==> src/rtl/tmr_pkg.sv <==
package tmr_pkg;
    parameter int unsigned TMR_DW     = 32;
    parameter int unsigned TMR_PW     = 8;
    parameter int unsigned TMR_NARROW = 16;

    // Word select within a channel group
    localparam logic [1:0] SEL_LOAD   = 2'd0;
    localparam logic [1:0] SEL_VALUE  = 2'd1;
    localparam logic [1:0] SEL_CTRL   = 2'd2;
    localparam logic [1:0] SEL_BGLOAD = 2'd3;

    // Word select within the shared group
    localparam logic [1:0] SEL_MASK   = 2'd0;
    localparam logic [1:0] SEL_RAW    = 2'd1;
    localparam logic [1:0] SEL_MASKED = 2'd2;
    localparam logic [1:0] SEL_CLEAR  = 2'd3;

    // Control field positions
    localparam int unsigned CTL_EN   = 7;
    localparam int unsigned CTL_PER  = 6;
    localparam int unsigned CTL_PSHI = 3;
    localparam int unsigned CTL_PSLO = 2;
    localparam int unsigned CTL_WIDE = 1;
    localparam int unsigned CTL_ONCE = 0;
    localparam logic [7:0]  CTL_KEEP = 8'hCF;

    typedef struct packed {
        logic [TMR_DW-1:0] load;
        logic [TMR_DW-1:0] count;
        logic [TMR_DW-1:0] bgload;
        logic [7:0]        ctrl;
        logic [TMR_PW-1:0] pre;
        logic              stopped;
    } chan_state_t;
endpackage

==> src/rtl/tmr_channel.sv <==
module tmr_channel
    import tmr_pkg::*;
(
    input  logic              clk,
    input  logic              rst_n,
    input  logic              wr_en_i,
    input  logic [1:0]        wr_sel_i,
    input  logic [TMR_DW-1:0] wdata_i,
    output logic [TMR_DW-1:0] load_o,
    output logic [TMR_DW-1:0] count_o,
    output logic [7:0]        ctrl_o,
    output logic [TMR_DW-1:0] bgload_o,
    output logic              evt_o
);
    localparam logic [TMR_DW-1:0] NARROW_MASK =
        {{(TMR_DW-TMR_NARROW){1'b0}}, {TMR_NARROW{1'b1}}};

    chan_state_t       st_d, st_q;
    logic [TMR_DW-1:0] width_mask;
    logic [TMR_DW-1:0] cnt_m;
    logic [TMR_PW-1:0] pre_last;
    logic              running;
    logic              tick;
    logic              evt_d;

    always_comb begin
        st_d  = st_q;
        evt_d = 1'b0;

        width_mask = st_q.ctrl[CTL_WIDE] ? '1 : NARROW_MASK;
        case (st_q.ctrl[CTL_PSHI:CTL_PSLO])
            2'b00:   pre_last = '0;
            2'b01:   pre_last = TMR_PW'(15);
            default: pre_last = TMR_PW'(255);
        endcase

        cnt_m   = st_q.count & width_mask;
        running = st_q.ctrl[CTL_EN] && !st_q.stopped;
        tick    = running && (st_q.pre == pre_last);

        if (running) begin
            st_d.pre = tick ? '0 : st_q.pre + 1'b1;
        end

        if (tick) begin
            if (cnt_m == '0) begin
                evt_d = 1'b1;
                if (st_q.ctrl[CTL_ONCE]) begin
                    st_d.stopped = 1'b1;
                    st_d.count   = '0;
                end else if (st_q.ctrl[CTL_PER]) begin
                    st_d.count = st_q.bgload & width_mask;
                end else begin
                    st_d.count = width_mask;
                end
            end else begin
                st_d.count = cnt_m - 1'b1;
            end
        end

        if (wr_en_i) begin
            case (wr_sel_i)
                SEL_LOAD: begin
                    st_d.load    = wdata_i;
                    st_d.count   = wdata_i & width_mask;
                    st_d.pre     = '0;
                    st_d.stopped = 1'b0;
                    evt_d        = 1'b0;
                end
                SEL_CTRL: begin
                    st_d.ctrl = wdata_i[7:0] & CTL_KEEP;
                    if (wdata_i[CTL_EN] && !st_q.ctrl[CTL_EN]) begin
                        st_d.pre     = '0;
                        st_d.stopped = 1'b0;
                    end
                end
                SEL_BGLOAD: st_d.bgload = wdata_i;
                default: ;
            endcase
        end
    end

    always_ff @(posedge clk or negedge rst_n) begin
        if (!rst_n) begin
            st_q <= '0;
        end else begin
            st_q <= st_d;
        end
    end

    assign load_o   = st_q.load;
    assign count_o  = st_q.count;
    assign ctrl_o   = st_q.ctrl;
    assign bgload_o = st_q.bgload;
    assign evt_o    = evt_d;

    // disabled channel keeps count and divider
    assert_frozen_when_off_R9: assert property (@(posedge clk) disable iff (!rst_n)
        (!st_q.ctrl[CTL_EN] && !wr_en_i) |=> ($stable(st_q.count) && $stable(st_q.pre)));

    // a finished one-shot stays at zero
    assert_oneshot_holds_R8: assert property (@(posedge clk) disable iff (!rst_n)
        (st_q.stopped && !wr_en_i) |=> (st_q.count == '0 && st_q.stopped));

    // a tick on a nonzero count steps down by one
    assert_step_down_R4: assert property (@(posedge clk) disable iff (!rst_n)
        (tick && cnt_m != '0 && !wr_en_i) |=> (st_q.count == $past(cnt_m) - 1'b1));

    // periodic expiry reloads the background value
    assert_periodic_reload_R7: assert property (@(posedge clk) disable iff (!rst_n)
        (evt_o && st_q.ctrl[CTL_PER] && !st_q.ctrl[CTL_ONCE])
        |=> (st_q.count == ($past(st_q.bgload) & $past(width_mask))));

    // free-running expiry wraps to all-ones of the width
    assert_free_wrap_R6: assert property (@(posedge clk) disable iff (!rst_n)
        (evt_o && !st_q.ctrl[CTL_PER] && !st_q.ctrl[CTL_ONCE])
        |=> (st_q.count == $past(width_mask)));
endmodule

==> src/rtl/tmr_irq_ctrl.sv <==
module tmr_irq_ctrl
    import tmr_pkg::*;
#(
    parameter int unsigned NUM_CH = 4
) (
    input  logic              clk,
    input  logic              rst_n,
    input  logic              wr_en_i,
    input  logic [1:0]        wr_sel_i,
    input  logic [NUM_CH-1:0] wdata_i,
    input  logic [NUM_CH-1:0] evt_i,
    output logic [NUM_CH-1:0] mask_o,
    output logic [NUM_CH-1:0] raw_o,
    output logic              irq_o
);
    typedef struct packed {
        logic [NUM_CH-1:0] mask;
        logic [NUM_CH-1:0] raw;
    } irq_state_t;

    irq_state_t        st_d, st_q;
    logic [NUM_CH-1:0] clr_bits;

    always_comb begin
        st_d     = st_q;
        clr_bits = (wr_en_i && wr_sel_i == SEL_CLEAR) ? wdata_i : '0;
        if (wr_en_i && wr_sel_i == SEL_MASK) begin
            st_d.mask = wdata_i;
        end
        st_d.raw = (st_q.raw & ~clr_bits) | evt_i;
    end

    always_ff @(posedge clk or negedge rst_n) begin
        if (!rst_n) begin
            st_q <= '0;
        end else begin
            st_q <= st_d;
        end
    end

    assign mask_o = st_q.mask;
    assign raw_o  = st_q.raw;
    assign irq_o  = |(st_q.raw & st_q.mask);

    // an expiry always lands in raw status, even against a clear
    assert_set_wins_R10: assert property (@(posedge clk) disable iff (!rst_n)
        (|evt_i) |=> ((raw_o & $past(evt_i)) == $past(evt_i)));

    // cleared bits without a concurrent expiry drop
    assert_clear_drops_R10: assert property (@(posedge clk) disable iff (!rst_n)
        (|clr_bits) |=> ((raw_o & $past(clr_bits & ~evt_i)) == '0));

    // mask changes only through its own write
    assert_mask_hold_R11: assert property (@(posedge clk) disable iff (!rst_n)
        !(wr_en_i && wr_sel_i == SEL_MASK) |=> $stable(mask_o));
endmodule

==> src/rtl/multi_timer_unit.sv <==
module multi_timer_unit
    import tmr_pkg::*;
#(
    parameter int unsigned NUM_CH = 4,
    parameter int unsigned ADDR_W = 12
) (
    input  logic              clk,
    input  logic              rst_n,
    input  logic              wr_en,
    input  logic [ADDR_W-1:0] addr,
    input  logic [TMR_DW-1:0] wdata,
    output logic [TMR_DW-1:0] rdata,
    output logic              irq
);
    localparam int unsigned GRP_W = ADDR_W - 4;

    logic [GRP_W-1:0]  grp;
    logic [1:0]        sel;
    logic [NUM_CH-1:0] evt;
    logic [NUM_CH-1:0] mask;
    logic [NUM_CH-1:0] raw;
    logic [TMR_DW-1:0] load_a   [NUM_CH];
    logic [TMR_DW-1:0] count_a  [NUM_CH];
    logic [TMR_DW-1:0] bgload_a [NUM_CH];
    logic [7:0]        ctrl_a   [NUM_CH];
    logic              unused_addr_bits;

    assign grp = addr[ADDR_W-1:4];
    assign sel = addr[3:2];
    assign unused_addr_bits = ^addr[1:0];

    genvar ch;
    generate
        for (ch = 0; ch < NUM_CH; ch++) begin : g_chan
            logic chan_we;
            assign chan_we = wr_en && (grp == GRP_W'(ch + 1));
            tmr_channel u_chan (
                .clk      (clk),
                .rst_n    (rst_n),
                .wr_en_i  (chan_we),
                .wr_sel_i (sel),
                .wdata_i  (wdata),
                .load_o   (load_a[ch]),
                .count_o  (count_a[ch]),
                .ctrl_o   (ctrl_a[ch]),
                .bgload_o (bgload_a[ch]),
                .evt_o    (evt[ch])
            );
        end
    endgenerate

    tmr_irq_ctrl #(.NUM_CH(NUM_CH)) u_irq (
        .clk      (clk),
        .rst_n    (rst_n),
        .wr_en_i  (wr_en && (grp == '0)),
        .wr_sel_i (sel),
        .wdata_i  (wdata[NUM_CH-1:0]),
        .evt_i    (evt),
        .mask_o   (mask),
        .raw_o    (raw),
        .irq_o    (irq)
    );

    always_comb begin
        rdata = '0;
        if (grp == '0) begin
            case (sel)
                SEL_MASK:   rdata = TMR_DW'(mask);
                SEL_RAW:    rdata = TMR_DW'(raw);
                SEL_MASKED: rdata = TMR_DW'(raw & mask);
                default:    rdata = '0;
            endcase
        end
        for (int c = 0; c < NUM_CH; c++) begin
            if (grp == GRP_W'(c + 1)) begin
                case (sel)
                    SEL_LOAD:   rdata = load_a[c];
                    SEL_VALUE:  rdata = count_a[c];
                    SEL_CTRL:   rdata = TMR_DW'(ctrl_a[c]);
                    default:    rdata = bgload_a[c];
                endcase
            end
        end
    end

    // the interrupt line agrees with the masked status readout
    assert_irq_matches_R11: assert property (@(posedge clk) disable iff (!rst_n)
        (grp == '0 && sel == SEL_MASKED) |-> (irq == (rdata != '0)));
endmodule

==> config.mk <==
export PLATFORM = sky130hd
export DESIGN_NAME = multi_timer_unit
export DESIGN_NICKNAME = d
export VERILOG_FILES = /design/src/rtl/tmr_pkg.sv /design/src/rtl/tmr_channel.sv /design/src/rtl/tmr_irq_ctrl.sv /design/src/rtl/multi_timer_unit.sv
export SDC_FILE = /design/constraint.sdc
export NUM_CORES = 1
export LEC_CHECK = 0
export BUFFER_PORTS_ARGS = -buffer_cell sky130_fd_sc_hd__clkbuf_2
export CORE_AREA = 2 2 257 259
export CTS_BUF_LIST = sky130_fd_sc_hd__clkbuf_4 sky130_fd_sc_hd__clkbuf_8
export DETAILED_ROUTE_END_ITERATION = 8
export DIE_AREA = 0 0 259 261
export PLACE_DENSITY = 0.67
export SLEW_MARGIN = 15
export SYNTH_ARGS = -nofsm -noshare
export SYNTH_HDL_FRONTEND = slang
export SYNTH_HIERARCHICAL = 1
export SYNTH_SLANG_ARGS = --single-unit
==> constraint.sdc <==
create_clock -name clk -period 3.1 [get_ports clk]
set_input_delay 0.62 -clock clk [delete_from_list [all_inputs] [get_ports clk]]
set_output_delay 0.62 -clock clk [all_outputs]
set_load 0.02 [all_outputs]
Word level (Yosys, flattened, before mapping)
Index checks and enable logic that the tools add are counted.
{"block": "classes", "add_sub_neg": 8, "eq_ne": 15, "mux": 95, "bitwise": 17, "reduce_logical": 50}
{"op": "2-to-1 mux 32 bit", "count": 32}
{"op": "AND 32 bit", "count": 12}
{"op": "case mux 32 bit (3 select lines)", "count": 4}
{"op": "2-to-1 mux 81 bit", "count": 4}
{"op": "zero test 32 bit", "count": 4}
{"op": "subtractor 32 x 1 -> 32 bit (second input constant)", "count": 4}
{"op": "2-to-1 mux 8 bit", "count": 12}
{"op": "case mux 9 bit (2 select lines)", "count": 4}
{"op": "case mux 8 bit (2 select lines)", "count": 4}
{"op": "2-to-1 mux 9 bit", "count": 4}
{"op": "adder 8 x 1 -> 8 bit (second input constant)", "count": 4}
{"op": "== test 8 bit", "count": 4}
{"op": "2-to-1 mux 1 bit", "count": 28}
{"op": "AND reduction 2 bit", "count": 12}
{"op": "logical AND 1 bit", "count": 19}
{"op": "== test 8 x 2 -> 1 bit (second input constant)", "count": 2}
{"op": "AND 4 bit", "count": 3}
{"op": "case mux 4 bit (3 select lines)", "count": 1}
{"op": "== test 2 x 1 -> 1 bit (second input constant)", "count": 5}
{"op": "zero test 2 bit", "count": 5}
{"op": "== test 8 x 1 -> 1 bit (second input constant)", "count": 1}
{"op": "== test 8 x 3 -> 1 bit (second input constant)", "count": 1}
{"op": "zero test 1 bit", "count": 8}
{"op": "zero test 8 bit", "count": 1}
{"op": "other kinds (5)", "count": 7}
{"block": "totals", "register_bits": 452, "inputBits": 47, "output_inout_bits": 33, "word_cells": 211}

Logic depth before layout (Yosys ltp)
Gate-level depths: netlist of the first run.
{"block": "depth", "word_depth": 9, "depth_mapped": 14, "mapped_depth_nobuf": 11}

Modules after synthesis
The synthesis of the first run kept the hierarchy.
{"mod": "tmr_channel", "n_inst": 4, "cells_each": 777, "area_each_um2": 6879.1}
{"mod": "multi_timer_unit", "n_inst": 1, "cells_each": 540, "area_each_um2": 4161.5}
{"mod": "tmr_irq_ctrl", "n_inst": 1, "cells_each": 24, "area_each_um2": 337.8}

Worst setup path after synthesis of the first run
No wires, ideal clock.
{"block": "synth_path", "kind": "input-to-reg", "from": "input addr[9]", "to": "register g_chan[3].u_chan.st_q, in the netlist g_chan[3].u_chan/count_o[21]", "setup_time_ns": 0.127, "arrival_ns": 3.141, "required_ns": 2.973, "setup_slack_ns": -0.169, "path_stages": 14, "cell_sequence": "or3_4 nor3_4 nand3_2 buf_6 buf_2 nor2_1 nand2b_1 or2_2 clkbuf_1 clkbuf_1 a21oi_1 a21oi_1 a2bb2oi_1 o31ai_1"}
{"element": "from (decl)", "line_no": "multi_timer_unit.sv:10", "text": "input logic [ADDR_W-1:0] addr,"}
{"element": "to (signal assigned)", "line_no": "tmr_channel.sv:87", "text": "st_q <= st_d;"}
{"element": "to (decl)", "line_no": "tmr_channel.sv:18", "text": "chan_state_t st_d, st_q;"}

Worst setup path after layout of the first run
{"block": "layout_path", "from": "input addr[9]", "to": "output rdata[14]"}
{"block": "layout_via", "elab_chain_len": 5, "elab_cells_between_ends": 8, "classes_between": "eq/ne: 4; mux: 4"}
{"element": "== test 8 x 1 -> 1 bit", "line_no": "multi_timer_unit.sv:75", "text": "if (grp == GRP_W'(c + 1)) begin"}
{"element": "2-to-1 mux 32 bit (3 in series)", "line_no": "multi_timer_unit.sv:75"}
{"element": "2-to-1 mux 32 bit *", "line_no": "multi_timer_unit.sv:75"}
{"element": "to (decl)", "line_no": "multi_timer_unit.sv:12", "text": "output logic [TMR_DW-1:0] rdata,"}
Every way passes the cells marked *; elsewhere a longest branch is shown, timed or not.

==> reports/qor.txt, run 1 <==
Synth cell types -> 90
Drt drc -> 0
Flop pwr share -> 44.8%
Reg2reg path depth -> 7
Final Hold Violating Endpoints -> 0
Pwr dens -> 396 mW/mm^2
Final #Nets -> 3585
Actual slew at the worst max-slew pin -> 861 ps
First-pass GRT wire length -> 164000 um
Buffers on Ports -> 77
Syn_area_per_cell -> 8.72 um^2
Worst setup EP type -> primary output
Switching portion of total power -> 26.7%
Post-synth EDFFs -> 0
Area of the multi-input gates -> 0.0166 mm^2
Data arrival time of the worst path -> 2510 ps
Min Hold Slack -> 373 ps
Register area -> 0.0113 mm^2
Initial Util -> 49.2%
Worst path required time -> 2480 ps
DP HPWL -> 76100 um
Initial antenna violation count -> 5
CORE AREA -> 0.0650 mm^2
RSZ-0062 raised after global routing -> yes
CTS Buf Count -> 82
Number of fill cells in the layout -> 5906
Sink Count -> 452
Via total after detailed routing -> 28.1k
Crit Path Class -> input port to primary output
Most frequent cells in the layout -> 576 x nand2_1, 446 x dfrtp_1, 309 x buf_4
Max_cap viols -> 0
Synth warn -> 6
Final Max Tran Viols -> 0
DR iter-0 viols -> 2702
Total gr overflow -> 0
Clock Latency Late Sink -> 680 ps
Setup TNS -> -45.6 ps
Fmax -> 319 MHz
Final worst slack -> -31.0 ps
Area delta synth->final -> 7.70%
Wirelength, routed -> 108000 um
I/O pin total -> 80
Final setup vio count -> 3
Die ar. -> 0.0676 mm^2
Final Skew -> 17.8 ps
Mapped Area -> 0.0320 mm^2
Finished Cell Area -> 0.0345 mm^2
Minimum clock period -> 3130 ps
Fin util -> 53.0%
CTS tree -> built
P_int -> 10.0 mW
PnR Total Power -> 13.7 mW
DRT antenna net count -> 0
Die height -> 261 um
CTS H-tree depth -> 3
DRT Pass-1 Iters -> 7
Main synth FF type -> dfrtp_1
Clock transition at path regs -> 60 ps
Clock group share of total power -> 46.3%
Switching power -> 3.65 mW
# rows -> 94
DP Area -> 0.0322 mm^2
Failing checks -> negative setup slack
Chip width -> 259 um
Pin count of the biggest net entering global routing -> 76
Cells after Synth -> 3672
Fin crit share -> 101%
Min-delay worst type -> input port to flop
CTS Buffer Depth -> 3
Synthesis-stage register bit count -> 452
Logic gate share of total power -> 8.9%
Startpoint types -> input port
Post-route insts no fill -> 4453
Outcome -> complete, but fails checks
Ys async rst share -> 100%
Pre-CTS WS -> -230 ps
Vias in the first global route -> 26.7k
Gr usage total -> 31.7%
Sequential area share after synthesis -> 35.3%
Hold path depth -> 3
Placed Instances -> 4296
Crit Path Max Fanout -> 8
Peak VDD IR -> 221 uV
Routed len/inst -> 24.3 um
Leakage -> 14.9 nW
Most common cell after layout, fill and taps aside -> nand2_1
Gpl congestion -> 0.984
Max-slew headroom -> 42.6%
Share of post-route cells with drive strength above 1 -> 25.5%
Vias per cell -> 6.31
Clock root buffer -> clkbuf_8
==> worst max-delay path, cell delays in order <==
cell       delay [ps]
clkbuf_2           80
or3_4             400
nor3_4            160
buf_12            160
nand2b_4           80
buf_6             140
nor2_8            170
clkbuf_16         210
o211ai_2          130
o221ai_2          140
clkbuf_8          210
==> cell families after synthesis <==
group                      synth area share (%)
and+or+nand+nor                            20.0
AOI/OAI and AO/OA                          18.5
buffers and inverters                      13.7
DFF                                        35.3
muxes                                      10.7
xor gates and xnor gates                   1.20
adders and majority gates                 0.469
other                                    0.0469
==> cell type report <==
cell class,instances,area share [%]
antenna,1,0.00726
clock buffer,125,4.72
multi-input combinational,2527,48.2
timing repair buffer,413,10.0
sequential,452,32.8
clock inverter,21,0.588
inverter,50,0.544
tap,864,3.14
==> synth_stat cells (16+ instances only) <==
cell,count,area (um^2)
o31ai_1,28,210
a31oi_1,84,526
nand3_1,64,320
nand3b_1,17,128
nand2_1,578,2170
inv_1,46,173
or2_2,16,100
nor4_1,57,357
a22oi_1,21,158
nand2b_1,43,269
buf_1,31,116
nor3_1,78,390
o22ai_1,24,150
o21ai_1,24,120
a2bb2oi_1,16,140
clkbuf_1,137,514
a211oi_1,16,120
xor2_1,28,245
o21a_1,17,128
o211ai_2,20,250
dfrtp_1,452,11300
xnor2_1,16,140
and3_1,41,257
o21ai_0,131,656
a21oi_1,273,1370
mux2_2,164,1850
mux4_2,24,541
o211ai_1,48,360
or3_1,32,200
nand4_1,28,175
or4_1,24,180
buf_4,433,3250
buf_2,34,170
nor2_1,223,837
o221ai_2,20,300
mux2i_1,104,1040
==> final timing paths <==
path	startpoint	end	slack (ps)
max in group asynchronous	rst_n	g_chan[1].u_chan/count_o[1]$_DFF_PN0_	1730
max reg2reg	g_chan[2].u_chan/count_o[27]$_DFF_PN0_	g_chan[2].u_chan/count_o[8]$_DFF_PN0_	300
min in group asynchronous	rst_n	g_chan[3].u_chan/load_o[29]$_DFFE_PN0P_	490
max	addr[9]	rdata[14]	-30
min reg2reg	g_chan[1].u_chan/load_o[0]$_DFFE_PN0P_	g_chan[1].u_chan/load_o[0]$_DFFE_PN0P_	470
min	wdata[28]	g_chan[0].u_chan/load_o[28]$_DFFE_PN0P_	370
==> sequential cells by signal, summed over array words and instances, names as in the netlist <==
register                cells
g_chan.u_chan/count_o     128
g_chan.u_chan/ctrl_o       24
u_irq/mask_o                4
g_chan.u_chan/bgload_o    128
u_irq/raw_o                 4
g_chan.u_chan/load_o      128
g_chan.u_chan/st_q         36
==> layer usage <==
metal  GRT usage [%]  share of wire [%]
met3            6.76                 10
met1            42.2                 40
met5               0              0.025
met4            17.8                5.6
met2            48.0                 44
==> power by group through the flow <==
stage          registers [mW]  logic [mW]  clock network (mW)
2_1_floorplan            6.20       0.615                   0
3_3_place_gp             6.22        1.16                   0
3_5_place_dp             6.23        1.17                   0
4_1_cts                  6.12        1.18                6.38
5_1_grt                  6.14        1.28                6.64
6_report                 6.12        1.22                6.32
==> timing repair <==
action | CTS | global route
gates resized for setup | 43 | 42
hold buffers | 1 | 0
pin swaps | 1 | 1
endpoints found under the setup margin | 31 | 29
buffers inserted | 4 | 4
hold endpoints to repair | 51 | 0
cloned | 0 | 1
Note: power is estimated with default switching activity, not from simulation.
==> inputs of run 2 (changes only) <==
--- a/config.mk
+++ b/config.mk
@@ -10,8 +10,9 @@
 export CTS_BUF_LIST = sky130_fd_sc_hd__clkbuf_4 sky130_fd_sc_hd__clkbuf_8
 export DETAILED_ROUTE_END_ITERATION = 8
 export DIE_AREA = 0 0 259 261
+export MAX_ROUTING_LAYER = met4
 export PLACE_DENSITY = 0.67
-export SLEW_MARGIN = 15
+export SLEW_MARGIN = 20
 export SYNTH_ARGS = -nofsm -noshare
 export SYNTH_HDL_FRONTEND = slang
 export SYNTH_HIERARCHICAL = 1
==> run 2 against run 1 <==
Against the previous run: the flow still finishes with violations (negative setup slack); global-route usage is 1.2 points higher; clock power fell by 4.4%; clock skew rose by 21 ps; clock-buffer cell count fell by 4; sequential power barely moved; register-to-register slack got worse by 50 ps; sequential share of layout area shrank 0.055 points; total power fell by 2.0%; critical path depth unchanged; flip-flop and latch count did not move; cell area is 0.17% higher; setup slack got worse by 27 ps; critical path type unchanged; largest cell class unchanged.
==> reports/qor.txt, run 2 (same netlist as run 1, synthesis figures left out) <==
Total gr overflow -> 0
Reg2reg start -> g_chan[2].u_chan/count_o[27]$_DFF_PN0_
CTS Buf Count -> 80
Wirelength, routed -> 109000 um
CTS H-tree depth -> 3
Crit Path Class -> input port to primary output
Hold path depth -> 3
Max_cap viols -> 0
RR Endpoint -> g_chan[2].u_chan/count_o[0]$_DFF_PN0_
# rows -> 94
Area delta synth->final -> 7.88%
Final #Nets -> 3595
Actual slew at the worst max-slew pin -> 752 ps
Share of post-route cells with drive strength above 1 -> 25.6%
Crit Path Max Fanout -> 6
Clock Latency Late Sink -> 690 ps
Routed len/inst -> 24.4 um
Buffers on Ports -> 77
DP Area -> 0.0324 mm^2
Via total after detailed routing -> 28.1k
Max-slew headroom -> 49.2%
Pre-CTS WS -> -161 ps
Initial Util -> 49.2%
Minimum clock period -> 3160 ps
Worst setup EP type -> primary output
Fin crit share -> 102%
Most common cell after layout, fill and taps aside -> nand2_1
DP HPWL -> 76300 um
Number of fill cells in the layout -> 5895
Peak VDD IR -> 243 uV
Vias in the first global route -> 26.4k
CORE AREA -> 0.0650 mm^2
Data arrival time of the worst path -> 2540 ps
Gr usage total -> 32.8%
First-pass GRT wire length -> 165000 um
Pwr dens -> 388 mW/mm^2
Vias per cell -> 6.30
Chip width -> 259 um
Die ar. -> 0.0676 mm^2
DR iter-0 viols -> 3225
DRT Pass-1 Iters -> 6
Final Skew -> 38.6 ps
Final Hold Violating Endpoints -> 0
Finished Cell Area -> 0.0345 mm^2
Startpoint types -> input port
Min-delay worst type -> input port to flop
Final Max Tran Viols -> 0
Most frequent cells in the layout -> 576 x nand2_1, 446 x dfrtp_1, 315 x buf_4
CTS Buffer Depth -> 3
Hold_sp -> wdata[4]
Hold Path Sink -> g_chan[3].u_chan/load_o[4]$_DFFE_PN0P_
Leakage -> 15.0 nW
DRT antenna net count -> 0
Final setup vio count -> 14
Fmax -> 317 MHz
Flop-to-flop setup slack -> 250 ps
Gpl congestion -> 1.01
Clock root buffer -> clkbuf_8
Clock transition at path regs -> 60 ps
Reg2reg path depth -> 7
CTS tree -> built
Final worst slack -> -57.5 ps
Failing checks -> negative setup slack
Fin util -> 53.1%
Worst path required time -> 2480 ps
Sink Count -> 452
Pin count of the biggest net entering global routing -> 70
Outcome -> complete, but fails checks
Initial antenna violation count -> 5
Die height -> 261 um
RSZ-0062 raised after global routing -> yes
I/O pin total -> 80
Setup TNS -> -362 ps
PnR Total Power -> 13.4 mW
Drt drc -> 0
## run 2: cell type report
cell class	instances	area, um^2	share of cell area [%]
antenna	2	5.00	0.0145
timing repair buffer	425	3660	10.6
tap	864	1080	3.13
clock inverter	15	170	0.493
clock buffer	121	1530	4.42
multi-input combinational	2527	16600	48.0
inverter	50	188	0.543
sequential	452	11300	32.8
## run 2: critical path, cell delays in order
cell	delay, ps
clkbuf_2	80
or3_4	390
nor3_4	170
buf_12	160
nand2b_4	80
buf_6	140
nor2_8	160
bufbuf_16	300
o211ai_2	170
o221ai_2	100
buf_4	160
## run 2: worst max-delay path by stage
stage                  from                                     end  slack, ps  cells past startpoint
floorplan           addr[9]  g_chan[1].u_chan/count_o[20]$_DFF_PN0_         -2                     12
global placement    addr[9]                                rdata[4]       -200                     11
detailed placement  addr[9]                                rdata[4]       -160                     11
CTS                 addr[9]                               rdata[30]        -40                     11
global route        addr[9]                               rdata[19]        -90                      9
finish              addr[9]                               rdata[24]        -60                     11
## run 2: through the flow
stage	hold slack (ps)	std cells
after global placement	454	4303
after detailed placement	459	4303
after CTS	390	4447
after floorplan	324	3676
final	456	4456
after global routing	422	4456
## run 2: power by group
part	internal, mW	switching, mW
clock network	3.39	2.65
registers	6.01	0.116
logic	0.408	0.817
## run 2: routing by layer
metal	global-route usage (%)	wire, um	up-vias
met1	42.4	44300	13700
met2	47.9	47500	1504
met4	17.8	6480	0
met5	-	0	-
li1	-	-	12600
met3	7.26	10500	301
## run 2: what timing repair did
item / 4_1_cts / 5_1_grt
gates resized for setup: 34 / 48
hold endpoints to repair: 56 / 0
cloned: 2 / 1
hold buffers: 1 / 0
pin swaps: 3 / 3
endpoints found under the setup margin: 29 / 30
buffers inserted: 5 / 6
